## config.mk

```make
export PLATFORM = sky130hd
export DESIGN_NAME = tmr_tick_mux
export DESIGN_NICKNAME = d
export VERILOG_FILES = /design/src/rtl/tmr_tick_pkg.sv /design/src/rtl/tick_prescaler.sv /design/src/rtl/tick_ext_sync.sv /design/src/rtl/tick_chan_div.sv /design/src/rtl/tmr_tick_mux.sv
export SDC_FILE = /design/constraint.sdc
export NUM_CORES = 1
export LEC_CHECK = 0
export BUFFER_PORTS_ARGS = -buffer_cell sky130_fd_sc_hd__buf_2
export CORE_MARGIN = 2
export CORE_UTILIZATION = 30
export DETAILED_ROUTE_END_ITERATION = 8
export GPL_TIMING_DRIVEN = 0
export PLACE_DENSITY = 0.57
export SYNTH_ARGS = -nofsm -noshare
export SYNTH_HDL_FRONTEND = slang
export SYNTH_HIERARCHICAL = 1
export SYNTH_SLANG_ARGS = --single-unit
export TNS_END_PERCENT = 50
```

## constraint.sdc

```tcl
create_clock -name clk -period 7.7 [get_ports clk]
set_input_delay 0.77 -clock clk [delete_from_list [all_inputs] [get_ports clk]]
set_output_delay 0.77 -clock clk [all_outputs]
set_load 0.01 [all_outputs]
```

## src/rtl/tmr_tick_pkg.sv

```systemverilog
package tmr_tick_pkg;

  // Group index of a channel: channels below the split belong to group 0.
  function automatic int unsigned grp_of(input int unsigned ch, input int unsigned split);
    return (ch < split) ? 0 : 1;
  endfunction

  // Power-of-two exponent for a selector code, clamped to the largest divide.
  function automatic int unsigned div_exp(input int unsigned code, input int unsigned base,
                                          input int unsigned max_exp);
    int unsigned e;
    e = code + base;
    return (e > max_exp) ? max_exp : e;
  endfunction

endpackage

```

## src/rtl/tick_prescaler.sv

```systemverilog
module tick_prescaler #(
  parameter int unsigned PSC_W = 8
) (
  input  logic             clk,
  input  logic             rst,
  input  logic [PSC_W-1:0] psc_cfg_i,
  output logic             tc_o
);
  logic [PSC_W-1:0] cnt_q;
  logic [PSC_W-1:0] lim_q;

  assign tc_o = (cnt_q == lim_q);

  // Limit reloads only at terminal count, so a running period is never cut.
  always_ff @(posedge clk) begin
    if (rst) begin
      cnt_q <= '0;
      lim_q <= psc_cfg_i;
    end else if (tc_o) begin
      cnt_q <= '0;
      lim_q <= psc_cfg_i;
    end else begin
      cnt_q <= cnt_q + 1'b1;
    end
  end
endmodule

```

## src/rtl/tick_ext_sync.sv

```systemverilog
module tick_ext_sync #(
  parameter int unsigned SYNC_STAGES = 2
) (
  input  logic clk,
  input  logic rst,
  input  logic ext_i,
  output logic rise_o
);
  localparam int unsigned DEPTH = SYNC_STAGES + 1;

  logic [DEPTH-1:0] shf_q;

  always_ff @(posedge clk) begin
    if (rst) shf_q <= '0;
    else     shf_q <= {shf_q[DEPTH-2:0], ext_i};
  end

  assign rise_o = shf_q[DEPTH-2] & ~shf_q[DEPTH-1];
endmodule

```

## src/rtl/tick_chan_div.sv

```systemverilog
module tick_chan_div
  import tmr_tick_pkg::*;
#(
  parameter int unsigned         SEL_W    = 4,
  parameter int unsigned         DIV_BASE = 1,
  parameter int unsigned         MAX_EXP  = 4,
  parameter logic [(1<<SEL_W)-1:0] EXT_MASK = 16'h0010
) (
  input  logic             clk,
  input  logic             rst,
  input  logic [SEL_W-1:0] sel_cfg_i,
  input  logic             grp_tc_i,
  input  logic             ext_rise_i,
  output logic             ext_mode_o,
  output logic             tick_o
);
  logic [SEL_W-1:0]   sel_q;
  logic [MAX_EXP-1:0] div_q;
  logic [MAX_EXP-1:0] msk;
  logic               hit;
  logic               tick_d;

  always_comb begin
    int unsigned e;
    e   = div_exp(int'(sel_q), DIV_BASE, MAX_EXP);
    msk = MAX_EXP'((32'd1 << e) - 32'd1);
  end

  assign hit        = grp_tc_i && ((div_q & msk) == msk);
  assign ext_mode_o = EXT_MASK[sel_q];
  assign tick_d     = ext_mode_o ? ext_rise_i : hit;

  // Selector is taken at the group terminal count; a new code restarts the count.
  always_ff @(posedge clk) begin
    if (rst) begin
      sel_q  <= sel_cfg_i;
      div_q  <= '0;
      tick_o <= 1'b0;
    end else begin
      tick_o <= tick_d;
      if (grp_tc_i) begin
        if (sel_cfg_i != sel_q) begin
          sel_q <= sel_cfg_i;
          div_q <= '0;
        end else if (hit) begin
          div_q <= '0;
        end else begin
          div_q <= div_q + 1'b1;
        end
      end
    end
  end
endmodule

```

## src/rtl/tmr_tick_mux.sv

```systemverilog
module tmr_tick_mux
  import tmr_tick_pkg::*;
#(
  parameter int unsigned           NUM_CH   = 5,
  parameter int unsigned           GRP0_CH  = 2,
  parameter int unsigned           PSC_W    = 8,
  parameter int unsigned           SEL_W    = 4,
  parameter int unsigned           CFG_W    = 32,
  parameter int unsigned           DIV_BASE = 1,
  parameter int unsigned           MAX_EXP  = 4,
  parameter logic [(1<<SEL_W)-1:0] EXT_MASK = 16'h0010
) (
  input  logic              clk,
  input  logic              rst,
  input  logic [CFG_W-1:0]  cfg_psc_i,
  input  logic [CFG_W-1:0]  cfg_sel_i,
  input  logic [1:0]        ext_clk_i,
  output logic [NUM_CH-1:0] tick_o
);
  localparam int unsigned NUM_GRP  = 2;
  localparam int unsigned PSC_USED = NUM_GRP * PSC_W;
  localparam int unsigned SEL_USED = NUM_CH * SEL_W;

  logic [NUM_GRP-1:0] grp_tc;
  logic [NUM_GRP-1:0] ext_rise;
  logic [NUM_CH-1:0]  ch_ext;
  logic               unused_cfg;

  assign unused_cfg = ^{cfg_psc_i[CFG_W-1:PSC_USED], cfg_sel_i[CFG_W-1:SEL_USED]};

  for (genvar g = 0; g < NUM_GRP; g++) begin : g_grp
    tick_prescaler #(.PSC_W(PSC_W)) u_psc (
      .clk       (clk),
      .rst       (rst),
      .psc_cfg_i (cfg_psc_i[g*PSC_W +: PSC_W]),
      .tc_o      (grp_tc[g])
    );
    tick_ext_sync #(.SYNC_STAGES(2)) u_sync (
      .clk    (clk),
      .rst    (rst),
      .ext_i  (ext_clk_i[g]),
      .rise_o (ext_rise[g])
    );
  end

  for (genvar n = 0; n < NUM_CH; n++) begin : g_ch
    localparam int unsigned G = grp_of(n, GRP0_CH);
    tick_chan_div #(
      .SEL_W    (SEL_W),
      .DIV_BASE (DIV_BASE),
      .MAX_EXP  (MAX_EXP),
      .EXT_MASK (EXT_MASK)
    ) u_div (
      .clk        (clk),
      .rst        (rst),
      .sel_cfg_i  (cfg_sel_i[n*SEL_W +: SEL_W]),
      .grp_tc_i   (grp_tc[G]),
      .ext_rise_i (ext_rise[G]),
      .ext_mode_o (ch_ext[n]),
      .tick_o     (tick_o[n])
    );
  end
endmodule

```

* Word level (Yosys, flattened, before mapping)
Memories as Yosys holds them, arrays and structs flattened. A register that Yosys moved wholly into a read port is not among the register bits.
Index checks and enable logic that the tools add are counted.
** Storage, ports and cells
- Flip-flop bits (word level) :: 83
- Bits in read-only memories :: 80
- Input port bits :: 68
- Output and inout bits :: 5
- Logic and storage cells :: 147
- Memories kept :: 5
** Memory list
- (name not given) :: depth 16, width 1, rd ports 1, clocked after memory_dff 1, write ports 0, RTL line tick_chan_div.sv:30 : assign ext_mode_o = EXT_MASK[sel_q];
- (name not given) :: depth 16, width 1, rd ports 1, clocked after memory_dff 1, write ports 0, RTL line tick_chan_div.sv:30
- (name not given) :: depth 16, width 1, rd ports 1, clocked after memory_dff 1, write ports 0, RTL line tick_chan_div.sv:30
- (name not given) :: depth 16, width 1, rd ports 1, clocked after memory_dff 1, write ports 0, RTL line tick_chan_div.sv:30
- (name not given) :: depth 16, width 1, rd ports 1, clocked after memory_dff 1, write ports 0, RTL line tick_chan_div.sv:30
** Cells by class
- $add $sub $neg :: 17
- $lt $le $gt $ge :: 10
- Equality and inequality tests :: 12
- Shift-type cells :: 5
- Multiplexer cells :: 49
- Bitwise operators :: 9
- Reductions and logical operators :: 19
** Operators by type and width (count)
- 32-bit by 3-bit > comparator with 1-bit output, second input constant :: 5
- 32-bit 2-to-1 mux :: 5
- 1-bit by 32-bit << shifter with 4-bit output, first input constant :: 5
- 4-bit 2-to-1 mux :: 30
- 8-bit 2-to-1 mux :: 4
- 4-bit by 1-bit adder with 5-bit output, second input constant :: 5
- 4-bit by 5-bit < comparator with 1-bit output, second input constant :: 5
- 4-bit by 1-bit adder with 4-bit output, second input constant :: 5
- 4-bit AND :: 5
- 4-bit equality test :: 5
- 4-bit inequality test :: 5
- 4-bit by 1-bit subtractor with 4-bit output, second input constant :: 5
- 8-bit by 1-bit adder with 8-bit output, second input constant :: 2
- 8-bit equality test :: 2
- 2-bit nonzero test :: 7
- 1-bit 2-to-1 mux :: 10
- 2-bit AND reduction :: 5
- 1-bit logical AND :: 5
- 2-bit OR reduction :: 2
- 1-bit AND :: 2
- 1-bit NOT :: 2

* Logic depth before layout (Yosys ltp)
- Depth in word-level cells :: 10
- Gate-level depth with buffers :: 10
- Gate-level depth less buffers :: 10

* By module
Netlist, hierarchy kept.
** By module, submodules not included
- tick_chan_div :: times used 5, cells each 61, area each 616.8 um2, seq. area each 240.2 um2
- tick_prescaler :: times used 2, cells each 55, area each 723.2 um2, seq. area each 400.4 um2
- tick_ext_sync :: times used 2, cells each 7, area each 87.6 um2, seq. area each 60.1 um2

* Least setup slack after synthesis
No wires, ideal clock.
- Path type :: register to register
- From :: reg g_ch[2].u_div.sel_q[0]
- To :: reg g_ch[2].u_div.div_q[2]
- Library setup time :: 0.117 ns
- Data arrival time :: 2.539 ns
- Required time :: 7.583 ns
- Slack :: 5.044 ns
- Cell stages (with the launch flop) :: 11
- Buffers on the path :: 0
- Clock period less this slack :: 2.656 ns
- Cells stage by stage :: edfxtp_1 ha_1 nor2_1 nor2_1 or3_1 ha_1 o21ai_0 or3_1 o32ai_2 nand2_1 a32o_1
** On the way
- Word-level cells in the longest chain between the ends :: 10
- Elaborated cells on any way between the ends :: 11
- Classes of those cells :: 2 x add/sub; 1 x order compare; 2 x eq/ne; 1 x shift; 3 x mux; 1 x bitwise; 1 x reduce/logical
** Ends and longest elaborated chain
- start: declaration :: RTL line tick_chan_div.sv:17 : logic [SEL_W-1:0] sel_q;
- start signal: assignment :: RTL line tick_chan_div.sv:36 : sel_q <= sel_cfg_i;
- start signal: assignment :: RTL line tick_chan_div.sv:43 : sel_q <= sel_cfg_i;
- 4-bit by 1-bit adder with 5-bit output :: RTL line tmr_tick_pkg.sv:12 : e = code + base;
- 32-bit by 3-bit > comparator with 1-bit output :: RTL line tmr_tick_pkg.sv:13 : return (e > max_exp) ? max_exp : e;
- 32-bit 2-to-1 mux :: RTL line tmr_tick_pkg.sv:13
- 1-bit by 32-bit << shifter with 4-bit output :: RTL line tick_chan_div.sv:26 : msk = MAX_EXP'((32'd1 << e) - 32'd1);
- 4-bit by 1-bit subtractor with 4-bit output :: RTL line tick_chan_div.sv:26
- 4-bit AND :: RTL line tick_chan_div.sv:29 : assign hit = grp_tc_i && ((div_q & msk) == msk);
- 4-bit equality test :: RTL line tick_chan_div.sv:29
- 1-bit logical AND :: RTL line tick_chan_div.sv:29
- 4-bit 2-to-1 mux :: RTL line tick_chan_div.sv:45 : end else if (hit) begin
- 4-bit 2-to-1 mux (*) :: RTL line tick_chan_div.sv:42 : if (sel_cfg_i != sel_q) begin
- end signal: assignment :: RTL line tick_chan_div.sv:48 : div_q <= div_q + 1'b1;
- end: declaration :: RTL line tick_chan_div.sv:18 : logic [MAX_EXP-1:0] div_q;
Mark *: on every way between the ends. The rest lies on a longest branch, timed or not.
A chain may end at the register's enable or synchronous reset.

* Final worst setup path
- From :: reg g_grp[1].u_psc.cnt_q[3]
- To :: reg g_ch[2].u_div.div_q[2]
** On the way
- Word-level cells in the longest chain between the ends :: 4
** Ends and longest elaborated chain
- start: declaration :: RTL line tick_prescaler.sv:9 : logic [PSC_W-1:0] cnt_q;
- start signal: assignment :: RTL line tick_prescaler.sv:23 : cnt_q <= cnt_q + 1'b1;
- 8-bit equality test (*) :: RTL line tick_prescaler.sv:12 : assign tc_o = (cnt_q == lim_q);
- via grp_tc[1] :: RTL line tmr_tick_mux.sv:24 : logic [NUM_GRP-1:0] grp_tc;
- 1-bit logical AND :: RTL line tick_chan_div.sv:29
- 4-bit 2-to-1 mux :: RTL line tick_chan_div.sv:45
- 4-bit 2-to-1 mux :: RTL line tick_chan_div.sv:42
Mark *: on every way through the listed nets, which the timed path passes. The rest lies on a longest branch.

==> qor.csv <==
metric,value,unit
yosysSeqAreaShare,45.09,%
synth-async-reset-ratio,0,%
crit_arrival,3500,ps
root_buffer,clkbuf_16,
crit_chain,xor2_1 > nor4_4 > and2_1 > o21ai_0 > or3_1 > o32ai_2 > o32ai_2 > a32o_1,
gr-total-overflow,0,
cts.clk_slew.worst_paths,60,ps
startpoint_type,flop,
timing.final.crit_share,42.45,%
start_util,30.84,%
finalMaxSlewViolations,0,
p_total,1054,uW
syn2layout_area_growth,16.78,%
dr.pass1.iters,4,
clkSinkCount,88,
row_count,45,
multiInputGateArea,2490,um^2
vias_per_cell,4.884,
wl_per_cell,13.06,um
skew,8.977,ps
postSynthAreaPerCell,10.97,um^2
wirelength,9.145,mm
hold_viol,0,
io_buffers,44,
worstMarginPinSlew,807.4,ps
regArea,2122,um^2
ys_ff_latch,88,
max_slew_margin,46.18,%
nNetsFinal,574,
tns,0,ps
antenna_found_initial,0,
grt_usage,11.66,%
path_class,reg2reg,
peakVddDrop,0.1146,mV
syn_nets,519,
cts_made_buffers,9,
cp.required,7940,ps
drv_cap,0,
gp_congestion,0.7996,
status,"complete, no violations",
hold_path.class,reg2reg,
postCtsSetupRepairBufs,0,
clkLatencyLatePin,350,ps
cts_resized,0,
synth_cells,429,
hpwl,6.635,mm
path_max_fanout,18,
layout-drive-gt1-share,19.63,%
tritoncts,yes,
crit_slowest_cell,and2_1,
fillers,1518,
via_count,3419,
cp_common_cell,o32ai_2,
drtAntennaViolNets,0,
core_area,15260,um^2
grt_pass1_wl,15.56,mm
die_w,129.2,um
layout_common_cells,"dfxtp_1, buf_2, edfxtp_1",
clock_path_buffers,2,
drc_errors,0,
period_needed,3269,ps
grt_max_degree,39,
cts_hold_buffers,0,
cts_max_level,3,
synthDominantCellAreaShare,22.97,%
diodes,0,
ys.flop_type,dfxtp_1,
fmax,305.9,MHz
boundaryPins,73,
ys_types,39,
slowest_delay,700,ps
worstSetupEndpointType,flop,
power_density,191.8,nW/um^2
p_leak,0.001924,uW
setup_violations,0,
drtIter0Drc,155,
final_common_cell,dfxtp_1,
syn_area,4706,um^2
die_y,129.2,um
rsz0062_at_grt,no,
ys_warn_count,6,
die-area,16700,um^2
synthTopCellsByArea,"edfxtp_1, dfxtp_1, ha_1, xnor2_1, xor2_1",
synth_edf_count,36,
yosysTopAreaCell,edfxtp_1,
grt_pass1_vias,3315,
==> path summary, 6_finish.rpt <==
kind	from	to	slack, ps	cells past startpoint
worst min register to register	g_grp[1].u_sync/shf_q[0]	g_grp[1].u_sync/shf_q[1]	440	1
worst max-delay path	g_grp[1].u_psc/cnt_q[3]	g_ch[2].u_div/div_q[2]	4430	8
worst max register to register	g_grp[1].u_psc/cnt_q[3]	g_ch[2].u_div/div_q[2]	4430	8
worst min-delay path	g_grp[1].u_sync/shf_q[0]	g_grp[1].u_sync/shf_q[1]	440	1
==> cell usage after synthesis, drive strengths merged (7+ instances only) <==
| cell | n |
|---|---|
| nand3 | 11 |
| o32ai | 10 |
| nor2b | 13 |
| nand4 | 7 |
| o21ai | 21 |
| a21o | 7 |
| xnor2 | 27 |
| dfxtp | 52 |
| and2 | 7 |
| ha | 22 |
| o31ai | 10 |
| xor2 | 25 |
| a211oi | 15 |
| nor4b | 10 |
| edfxtp | 36 |
| inv | 17 |
| or3 | 16 |
| nand2 | 29 |
| nor2 | 20 |
==> state kept, by name (all words and copies together), names as in the netlist <==
register               flops
g_ch.u_div/tick_o          5
g_grp.u_psc/lim_q         16
g_ch.u_div/sel_q          20
g_grp.u_psc/cnt_q         16
g_ch.u_div/ext_mode_o      5
g_grp.u_sync/shf_q         6
g_ch.u_div/div_q          20
==> report_power, final <==
group	internal, uW	switching (uW)
Clock	261	185
Sequential	503	16.2
Combinational	40.1	49.3
Total	804	250
==> kinds of logic (layout without fill, tap and decap cells) <==
kind of cell,after synthesis,count (layout),share of synthesized area [%]
AO/OA/AOI/OAI,99,99,16.96
XOR/XNOR,52,52,9.997
adder cells (fa/ha/maj),22,22,5.849
buffers and inverters,21,81,1.994
flip-flops,88,88,45.09
multiplexers,5,5,1.196
AND/OR/NAND/NOR,142,142,18.90
==> metal layers <==
layer  track usage (%)  up-vias  part of all wire [%]
li1                  -     1728                     -
met1             14.48     1613                    46
met2             19.13       61                    48
met3             2.601       17                   3.7
met4             5.754        0                   2.3
met5                 0        -                     0
==> final cells by class <==
| class | instances | share of cell area [%] |
|---|---|---|
| sequential | 88 | 38.62 |
| clock buffer | 10 | 4.349 |
| multi-input combinational | 320 | 45.31 |
| tap | 211 | 4.804 |
| timing repair buffer | 44 | 4.007 |
| buffer | 4 | 0.5464 |
| inverter | 17 | 1.161 |
| clock inverter | 6 | 1.207 |
==> worst max-delay path, delay by kind of cell (launching register included) <==
family	cells	cell delay, ps
compound gates	4	900
xor+xnor	1	140
flops	1	450
simple gates	3	1650
==> stage by stage <==
step	std cells	utilization (%)	hold WS (ps)	setup WS (ps)	instance area [um^2]
after floorplan	429	-	413.8	5044	4706
after global placement	684	34.01	419.5	4482	5190
after detailed placement	684	34.01	423.1	4403	5190
after CTS	700	36.01	439.2	4404	5495
after global routing	700	36.01	464.5	4200	5495
final	700	36.01	440.0	4431	5495
Note: power is estimated with default switching activity, not from simulation.
